===== config.mk =====
export PLATFORM = sky130hd
export DESIGN_NAME = miss_tracker
export DESIGN_NICKNAME = d
export VERILOG_FILES = /design/src/rtl/mshr_pkg.sv /design/src/rtl/mshr_pick.sv /design/src/rtl/mshr_lookup.sv /design/src/rtl/miss_tracker.sv
export SDC_FILE = /design/constraint.sdc
export NUM_CORES = 2
export LEC_CHECK = 0
export CORE_ASPECT_RATIO = 2
export CORE_MARGIN = 2
export CORE_UTILIZATION = 30
export DETAILED_ROUTE_END_ITERATION = 16
export PLACE_DENSITY = 0.55
export SETUP_SLACK_MARGIN = 0.5
export SYNTH_ARGS = -nofsm -noshare
export SYNTH_HDL_FRONTEND = slang
export SYNTH_HIERARCHICAL = 1
export SYNTH_SLANG_ARGS = --single-unit

===== constraint.sdc =====
create_clock -name clk -period 5.8 [get_ports clk]
set_input_delay 0.58 -clock clk [delete_from_list [all_inputs] [get_ports clk]]
set_output_delay 0.58 -clock clk [all_outputs]
set_load 0.05 [all_outputs]

===== src/rtl/mshr_pkg.sv =====
package mshr_pkg;

    // Life of one tracking entry.
    typedef enum logic [1:0] {
        ENT_FREE  = 2'd0,
        ENT_WAIT  = 2'd1,   // allocated, fill not yet taken
        ENT_PEND  = 2'd2,   // fill taken by next level
        ENT_DRAIN = 2'd3    // fill back, releasing waiters
    } ent_state_e;

endpackage


===== src/rtl/mshr_pick.sv =====
// Lowest-index selector over a request vector.
module mshr_pick #(
    parameter int N  = 8,
    parameter int IW = (N > 1) ? $clog2(N) : 1
) (
    input  logic [N-1:0]  req_i,
    output logic          any_o,
    output logic [IW-1:0] idx_o
);

    always_comb begin
        idx_o = '0;
        for (int i = N - 1; i >= 0; i--) begin
            if (req_i[i]) begin
                idx_o = IW'(i);
            end
        end
        any_o = |req_i;
    end

endmodule


===== src/rtl/mshr_lookup.sv =====
// Parallel line-address compare against all live entries.
module mshr_lookup #(
    parameter int N  = 8,
    parameter int AW = 26,
    parameter int IW = (N > 1) ? $clog2(N) : 1
) (
    input  logic [N-1:0][AW-1:0] lines_i,
    input  logic [N-1:0]         live_i,
    input  logic [AW-1:0]        probe_i,
    output logic [N-1:0]         hit_vec_o,
    output logic                 hit_o,
    output logic [IW-1:0]        hit_idx_o
);

    for (genvar g = 0; g < N; g++) begin : g_cmp
        assign hit_vec_o[g] = live_i[g] && (lines_i[g] == probe_i);
    end

    mshr_pick #(.N(N), .IW(IW)) u_hit_pick (
        .req_i (hit_vec_o),
        .any_o (hit_o),
        .idx_o (hit_idx_o)
    );

endmodule


===== src/rtl/miss_tracker.sv =====
module miss_tracker
    import mshr_pkg::*;
#(
    parameter int NUM_ENTRIES = 8,
    parameter int LINE_AW     = 26,
    parameter int TAG_W       = 6,
    parameter int MAX_WAIT    = 4
) (
    input  logic                           clk,
    input  logic                           rst_n,
    input  logic                           req_valid,
    input  logic [LINE_AW-1:0]             req_line,
    input  logic [TAG_W-1:0]               req_tag,
    output logic                           req_accept,
    output logic                           req_merged,
    output logic                           req_retry,
    output logic                           full,
    output logic                           fill_req_valid,
    input  logic                           fill_req_ready,
    output logic [LINE_AW-1:0]             fill_req_line,
    output logic [$clog2(NUM_ENTRIES)-1:0] fill_req_idx,
    input  logic                           fill_rsp_valid,
    input  logic [$clog2(NUM_ENTRIES)-1:0] fill_rsp_idx,
    output logic                           release_valid,
    output logic [LINE_AW-1:0]             release_line,
    output logic [TAG_W-1:0]               release_tag
);

    localparam int IDX_W = $clog2(NUM_ENTRIES);
    localparam int CNT_W = $clog2(MAX_WAIT + 1);
    localparam int PTR_W = (MAX_WAIT > 1) ? $clog2(MAX_WAIT) : 1;
    localparam logic [CNT_W-1:0] CNT_MAX = CNT_W'(MAX_WAIT);
    localparam logic [CNT_W-1:0] CNT_ONE = CNT_W'(1);

    typedef struct packed {
        ent_state_e                       st;
        logic [LINE_AW-1:0]               line;
        logic [MAX_WAIT-1:0][TAG_W-1:0]   tags;
        logic [CNT_W-1:0]                 cnt;
        logic [PTR_W-1:0]                 head;
    } entry_t;

    typedef struct packed {
        entry_t [NUM_ENTRIES-1:0] ents;
    } state_t;

    state_t state_d, state_q;

    // ---------------------------------------------------------------
    // Per-entry status vectors
    // ---------------------------------------------------------------
    logic [NUM_ENTRIES-1:0]              live_vec, free_vec, wait_vec, drain_vec;
    logic [NUM_ENTRIES-1:0][LINE_AW-1:0] line_vec;

    for (genvar g = 0; g < NUM_ENTRIES; g++) begin : g_stat
        assign free_vec[g]  = (state_q.ents[g].st == ENT_FREE);
        assign wait_vec[g]  = (state_q.ents[g].st == ENT_WAIT);
        assign drain_vec[g] = (state_q.ents[g].st == ENT_DRAIN);
        assign live_vec[g]  = (state_q.ents[g].st == ENT_WAIT) ||
                              (state_q.ents[g].st == ENT_PEND);
        assign line_vec[g]  = state_q.ents[g].line;
    end

    // ---------------------------------------------------------------
    // Address match and selectors
    // ---------------------------------------------------------------
    logic [NUM_ENTRIES-1:0] match_vec;
    logic                   match_any;
    logic [IDX_W-1:0]       match_idx;

    mshr_lookup #(.N(NUM_ENTRIES), .AW(LINE_AW), .IW(IDX_W)) u_lookup (
        .lines_i   (line_vec),
        .live_i    (live_vec),
        .probe_i   (req_line),
        .hit_vec_o (match_vec),
        .hit_o     (match_any),
        .hit_idx_o (match_idx)
    );

    logic             free_any,  wait_any,  drain_any;
    logic [IDX_W-1:0] free_idx,  wait_idx,  drain_idx;

    mshr_pick #(.N(NUM_ENTRIES), .IW(IDX_W)) u_free_pick (
        .req_i (free_vec),  .any_o (free_any),  .idx_o (free_idx)
    );
    mshr_pick #(.N(NUM_ENTRIES), .IW(IDX_W)) u_issue_pick (
        .req_i (wait_vec),  .any_o (wait_any),  .idx_o (wait_idx)
    );
    mshr_pick #(.N(NUM_ENTRIES), .IW(IDX_W)) u_drain_pick (
        .req_i (drain_vec), .any_o (drain_any), .idx_o (drain_idx)
    );

    // ---------------------------------------------------------------
    // Next-state logic
    // ---------------------------------------------------------------
    entry_t           fresh;
    logic [CNT_W-1:0] merge_cnt;
    logic [CNT_W-1:0] drain_cnt;
    logic [PTR_W-1:0] drain_head;

    always_comb begin
        state_d    = state_q;
        req_accept = 1'b0;
        req_merged = 1'b0;
        req_retry  = 1'b0;

        fresh         = '0;
        fresh.st      = ENT_WAIT;
        fresh.line    = req_line;
        fresh.tags[0] = req_tag;
        fresh.cnt     = CNT_ONE;

        merge_cnt  = state_q.ents[match_idx].cnt;
        drain_cnt  = state_q.ents[drain_idx].cnt;
        drain_head = state_q.ents[drain_idx].head;

        // Incoming miss: merge, allocate or refuse.
        if (req_valid) begin
            if (match_any) begin
                if (merge_cnt < CNT_MAX) begin
                    req_accept = 1'b1;
                    req_merged = 1'b1;
                    state_d.ents[match_idx].tags[merge_cnt[PTR_W-1:0]] = req_tag;
                    state_d.ents[match_idx].cnt = merge_cnt + CNT_ONE;
                end else begin
                    req_retry = 1'b1;
                end
            end else if (free_any) begin
                req_accept              = 1'b1;
                state_d.ents[free_idx]  = fresh;
            end else begin
                req_retry = 1'b1;
            end
        end

        // Fill request taken by the next level.
        if (wait_any && fill_req_ready) begin
            state_d.ents[wait_idx].st = ENT_PEND;
        end

        // Fill returned: start releasing waiters.
        if (fill_rsp_valid) begin
            state_d.ents[fill_rsp_idx].st   = ENT_DRAIN;
            state_d.ents[fill_rsp_idx].head = '0;
        end

        // One release per cycle, lowest draining entry first.
        if (drain_any) begin
            if (CNT_W'(drain_head) == drain_cnt - CNT_ONE) begin
                state_d.ents[drain_idx].st   = ENT_FREE;
                state_d.ents[drain_idx].cnt  = '0;
                state_d.ents[drain_idx].head = '0;
            end else begin
                state_d.ents[drain_idx].head = drain_head + PTR_W'(1);
            end
        end
    end

    always_ff @(posedge clk or negedge rst_n) begin
        if (!rst_n) begin
            state_q <= '0;
        end else begin
            state_q <= state_d;
        end
    end

    // ---------------------------------------------------------------
    // Outputs
    // ---------------------------------------------------------------
    assign full           = !free_any;
    assign fill_req_valid = wait_any;
    assign fill_req_idx   = wait_idx;
    assign fill_req_line  = state_q.ents[wait_idx].line;
    assign release_valid  = drain_any;
    assign release_line   = state_q.ents[drain_idx].line;
    assign release_tag    = state_q.ents[drain_idx].tags[drain_head];

    // ---------------------------------------------------------------
    // Assertions
    // ---------------------------------------------------------------
    logic                   dup_pend;
    logic                   over_cap;
    logic [NUM_ENTRIES-1:0] lower_mask;

    always_comb begin
        dup_pend = 1'b0;
        over_cap = 1'b0;
        for (int i = 0; i < NUM_ENTRIES; i++) begin
            if (state_q.ents[i].st == ENT_PEND &&
                state_q.ents[i].line == fill_req_line) begin
                dup_pend = 1'b1;
            end
            if (state_q.ents[i].cnt > CNT_MAX) begin
                over_cap = 1'b1;
            end
        end
        lower_mask = (NUM_ENTRIES'(1) << fill_req_idx) - NUM_ENTRIES'(1);
    end

    assert_single_owner_R3: assert property (@(posedge clk) disable iff (!rst_n)
        $onehot0(match_vec));

    assert_no_dup_fill_R3: assert property (@(posedge clk) disable iff (!rst_n)
        fill_req_valid |-> !dup_pend);

    assert_waiter_cap_R4: assert property (@(posedge clk) disable iff (!rst_n)
        !over_cap);

    assert_full_refuses_R5: assert property (@(posedge clk) disable iff (!rst_n)
        (req_valid && full && !match_any) |-> (req_retry && !req_accept));

    assert_rsp_to_issued_R6: assert property (@(posedge clk) disable iff (!rst_n)
        fill_rsp_valid |-> (state_q.ents[fill_rsp_idx].st == ENT_PEND));

    assert_issue_hold_R6: assert property (@(posedge clk) disable iff (!rst_n)
        (fill_req_valid && !fill_req_ready) |=> fill_req_valid);

    assert_issue_lowest_R7: assert property (@(posedge clk) disable iff (!rst_n)
        fill_req_valid |-> ((wait_vec & lower_mask) == '0));

endmodule


# Word level (Yosys, flattened, before mapping)
# Index checks and enable logic that the tools add are counted.
[word_totals]
n_memories = 0
ram_bits = 0
ff_bits = 456
wordCells = 238
romBits = 0
latch_bits = 0
out_inout_bits = 67
[op_classes]
mul = 0
addsub = 3
div = 0
mux = 88
shift = 0
n_eq_ne = 33
n_reduce_logical = 36
n_bitwise = 0
magnitude_cmp = 14
[op_table]
columns = ["op", "n"]
rows = [
  ["456-bit bitwise mux", 10],
  ["456-bit 2-to-1 mux", 8],
  ["57-bit demux with 3-bit select", 9],
  ["57-bit binary-select mux with 3-bit select", 3],
  ["57-bit 2-to-1 mux", 4],
  ["26-bit equality test", 8],
  ["55-bit 2-to-1 mux", 2],
  ["3-bit 2-to-1 mux", 32],
  ["2-bit equality test (second input constant)", 16],
  ["8-bit OR reduction", 4],
  ["29-bit 2-to-1 mux", 1],
  ["3-bit by 4-bit < comparator with 1-bit output (second input constant)", 5],
  ["2-bit by 1-bit equality test with 1-bit output (second input constant)", 8],
  ["2-bit zero test", 8],
  ["3-bit by 1-bit greater-or-equal comparator with 1-bit output (second input constant)", 5],
  ["1-bit logical AND", 15],
  ["5-bit 2-to-1 mux", 3],
  ["6-bit binary-select mux with 2-bit select", 1],
  ["6-bit demux with 2-bit select", 1],
  ["6-bit 2-to-1 mux", 2],
  ["1-bit 2-to-1 mux", 10],
  ["1-bit logical OR", 8],
  ["2-bit by 3-bit < comparator with 1-bit output (second input constant)", 2],
  ["2-bit 2-to-1 mux", 2],
  ["other kinds (7)", 7],
]

# Longest topological paths before layout
[depth]
word_depth = 34
depth_mapped = 22
ltp_nobuf = 18

# Modules after synthesis
# Netlist, hierarchy kept.
[modules_own_cells]
columns = ["mod", "area_per_inst_um2", "instances", "seq_area_each_um2", "cells_per_inst"]
rows = [
  ["miss_tracker", 23303.6, 1, 11410.9, 2257],
  ["mshr_lookup", 2612.5, 1, 0.0, 306],
  ["mshr_pick", 81.3, 4, 0.0, 13],
]

# Worst setup path after synthesis
# Ideal clock, no wire load.
[synth_path]
path_kind = "input port to flip-flop"
from = "input req_line[8]"
to = "register (tool-made name)"
cell_stages = 19
n_path_buf = 4
setup_time_ps = 122
arrival_ps = 4899
path_slack_ps = 779
cell_sequence = "buf_6 xnor2_1 nand4_1 or4_1 nor4_2 nor2_1 and3b_1 clkbuf_2 buf_2 buf_2 and3_1 a22o_1 a221o_1 a2111oi_0 ha_1 nand2_1 a2111oi_0 o21ai_1 a32o_1"
[synth_lines]
columns = ["element", "line", "text"]
rows = [
  ["start, declared", "miss_tracker.sv:12", "input logic [LINE_AW-1:0] req_line,"],
]

# Worst setup path in the final report
[layout_path]
from = "register state_q[397] (netlist name)"
to = "output release_line[17]"
[layout_via]
elab_chain_len = 10
[layout_rtl]
columns = ["element", "line", "text"]
rows = [
  ["start, declared", "miss_tracker.sv:47", "state_t state_d, state_q;"],
  ["start signal, assigned", "miss_tracker.sv:163", "state_q <= state_d;"],
  ["2-bit equality test", "miss_tracker.sv:58", "assign drain_vec[g] = (state_q.ents[g].st == ENT_DRAIN);"],
  ["via drain_vec[6]", "miss_tracker.sv:52", "logic [NUM_ENTRIES-1:0] live_vec, free_vec, wait_vec, drain_vec;"],
  ["3-bit 2-to-1 mux (7 in series)", "mshr_pick.sv:14", "if (req_i[i]) begin"],
  ["via drain_idx[1]", "miss_tracker.sv:81", "logic [IDX_W-1:0] free_idx, wait_idx, drain_idx;"],
  ["57-bit binary-select mux with 3-bit select", "miss_tracker.sv:175", "assign release_line = state_q.ents[drain_idx].line;"],
  ["55-bit 2-to-1 mux", "-", ""],
  ["end, declared", "miss_tracker.sv:25", "output logic [LINE_AW-1:0] release_line,"],
]
# The timed path passes the listed nets, and every way through them passes these cells. The select of a mux whose other input is x is not followed.

==> run_results.csv <==
group,metric,value,unit
run_status,status,"completed",
yosys,ys_types,89,
floorplanning,die_w,213.1,um
timing,drv_slew,0,
worst_setup_path,cp-start-kind,"flip-flop",
worst_setup_path,crit_family,"buffers and inverters",
timing,period_needed,5.347,ns
clocking,clk_pin_slew_worst_paths,0.06,ns
place,gp_congestion,1.099,
final_layout,stdcell_count,4065,
clocking,clock_path_buffers,3,
timing,setup_ws,0.4525,ns
floorplanning,core_area,86720,um^2
timing,finalHoldViolCount,0,
timing,finalSetupTns,0,ns
clocking,cts_tree,"built",
final_layout,multi_input_area,14060,um^2
yosys,yosysWarnings,6,
drt,ant_nets,0,
final_layout,final_nets,2931,
yosys,synth_top_area_cell,"dfrtp_1",
drt,dr_wl_met3,7.723,mm
floorplanning,start_util,0.3026,
worst_setup_path,crit_fanout,22,
worst_setup_path,cp_cell_sequence,"ha_1, o21ai_1, a21boi_4, buf_4, nor3_2, buf_4, buf_4, a22oi_1, nand3_1, clkdlybuf4s50_1",
final_layout,postLayoutCoreUtil,0.3777,
floorplanning,die_h,422.3,um
drt,top_layer,"met5",
global_routing,overflow,0,
drt,num_vias,24400,
timing,worstMarginPinSlew,1.284,ns
floorplanning,pin_count,107,
drt,routed_wl,125.8,mm
floorplanning,dieArea,90000,um^2
yosys,synth_area,26240,um^2
clocking,clk_latency,0.64,ns
yosys,synth.top_cell.area_share,0.4348,
worst_setup_path,required,5.22,ns
yosys,ys_top_cells_by_count,"nand2_1 (464), dfrtp_1 (456), a22oi_1 (216)",
hold_path,min_path_type,"in -> async",
final_layout,syn_to_final_growth,24.81,%
worst_setup_path,crit_path_top_delay_cell,"clkdlybuf4s50_1",
drt,wl_met1,41.00,mm
clocking,htreeDepth,2,
drt,met2_length,62.18,mm
place,place_ws,-0.1437,ns
yosys,synth.area.top_cells,"dfrtp_1 (43%), xnor2_1 (6.9%), nand2_1 (6.6%)",
global_routing,grt_pass1_vias,24270,
yosys,synth_seq_area_share,0.4348,
drt,drtIter0Drc,2226,
timing,setup_violations,0,
yosys,async_flop_share,1.000,
timing,max_freq,187.0,MHz
worst_setup_path,critPathBufInv,4,
yosys,ys.flop_type,"dfrtp_1",
timing,rsz0062_at_grt,"true",
final_layout,n_fill_cell,8695,
place,hpwl,90.11,mm
worst_setup_path,critical_path_class,"reg -> out",
final_layout,seq_area,11410,um^2
clocking,clock-sinks,456,
yosys,syn-num-nets,2684,
global_routing,grt_start_max_net_pins,106,
timing,max_slew_margin,0.1410,
floorplanning,rows,153,
clocking,cts-root-buf,"clkbuf_16",
yosys,avgSynthCellArea,10.03,um^2
drt,drcViolationCount,0,
worst_setup_path,cp.arrival,4.77,ns
global_routing,grt_usage,0.2779,
worst_setup_path,critPathMaxStageDelay,0.84,ns
yosys,synth_most_common_cell,"nand2_1",
drt,firstDrtPassIters,6,
place,dp.cells,3953,
global_routing,antenna_found_initial,6,
drt,wl_per_cell,30.94,um
timing,period_share,0.9220,
worst_setup_path,cp-end-kind,"output port",
flow_run,drv_cap,0,
yosys,netlist_instances,2615,
global_routing,grt_pass1_wl,178.8,mm
drt,vias_per_cell,6.002,
timing,finClkSkew,0.05083,ns
yosys,synth_edf_count,0,
final_layout,layout-drive-gt1-share,0.2356,
worst_setup_path,critPathMostFrequentCell,"buf_4",
clocking,cts_buffers,46,
yosys,synth.ff_latch_count,456,
place,port_buffers,106,
clocking,cts_hold_buf,0,
-- layer usage --
metal	global-route usage	vias to the layer above
met4	0.2472	4
met5	0	-
met1	0.2870	12250
li1	-	10150
met3	0.04163	579
met2	0.4814	1411
-- metrics by stage --
step,cell area (um^2),hold WS [ns]
global placement,30360,0.4652
global route,32740,0.07892
floorplan,26240,0.2844
detailed placement,30360,0.4692
CTS,32250,0.06042
finish,32750,0.008524
-- path summary, 6_finish.rpt --
path	cells after the start	slack (ns)	startpoint	endpoint
max	10	0.45	state_q[397]$_DFF_PN0_	release_line[17]
min	1	0.009	rst_n	asynchronous set/reset pin
max reg2reg	17	0.76	flip-flop	flip-flop
min reg2reg	1	0.49	flip-flop	flip-flop
max in group asynchronous	2	4.46	rst_n	asynchronous set/reset pin
min in group clk	3	0.35	req_line[23]	flip-flop
-- layout make-up --
class,instances,area share
clock buffers,61,0.04057
repair buffers,409,0.1178
multi-input cells,1900,0.4293
clock inverters,24,0.01360
well taps,1162,0.04439
flip-flops and latches,456,0.3484
diodes,4,0.0003056
inverters,49,0.005616
-- cells in the final DEF, fill, tap and decap left out, types with 25 or more instances in the layout --
cell             instances
dlymetal6s2s_1          31
a221oi_1                27
nand3_1                 42
a22oi_1                215
a22o_1                  34
clkbuf_16               48
buf_12                  34
inv_1                   46
nor2_1                  59
mux2i_1                 25
ha_1                    29
nand4_1                 95
o2bb2ai_1               78
o21ai_0                 28
clkdlybuf4s50_1         63
a31oi_1                 25
a32o_1                  41
xnor2_1                187
nand2_1                464
dfrtp_1                456
mux2_2                 147
buf_4                  269
a21oi_1                 51
-- cells by family (layout without fill, tap and decap cells) --
family / after synthesis / after routing / share of synthesized area
AOI/OAI and AO/OA: 655 / 656 / 0.1966
buffers and inverters: 260 / 543 / 0.04744
adders and majority gates: 29 / 29 / 0.01383
xor gates and xnor gates: 210 / 210 / 0.07066
muxes: 192 / 192 / 0.08869
and+or+nand+nor: 813 / 813 / 0.1479
DFF: 456 / 456 / 0.4348
other: 0 / 4 / 0
-- timing repair --
item / in CTS / in global routing
cloned: 1 / 1
gates resized for setup: 24 / 73
endpoints found under the setup margin: 19 / 234
setup buffers: 1 / 20
pin swaps: 3 / 18
-- worst register-to-register path: cells and delay by family, from the launching register on --
| family | cells | cell delay [ns] |
|---|---|---|
| buffers and inverters | 5 | 0.92 |
| multiplexers | 1 | 0.22 |
| AO/OA/AOI/OAI | 6 | 1.64 |
| AND/OR/NAND/NOR | 3 | 0.86 |
| flip-flops | 1 | 0.44 |
| adder cells (fa/ha/maj) | 1 | 0.22 |
| XOR/XNOR | 1 | 0.63 |
Power is left out: the tool's default activity adds up to more than one toggle a clock period on the data nets, which glitch-free logic cannot reach.
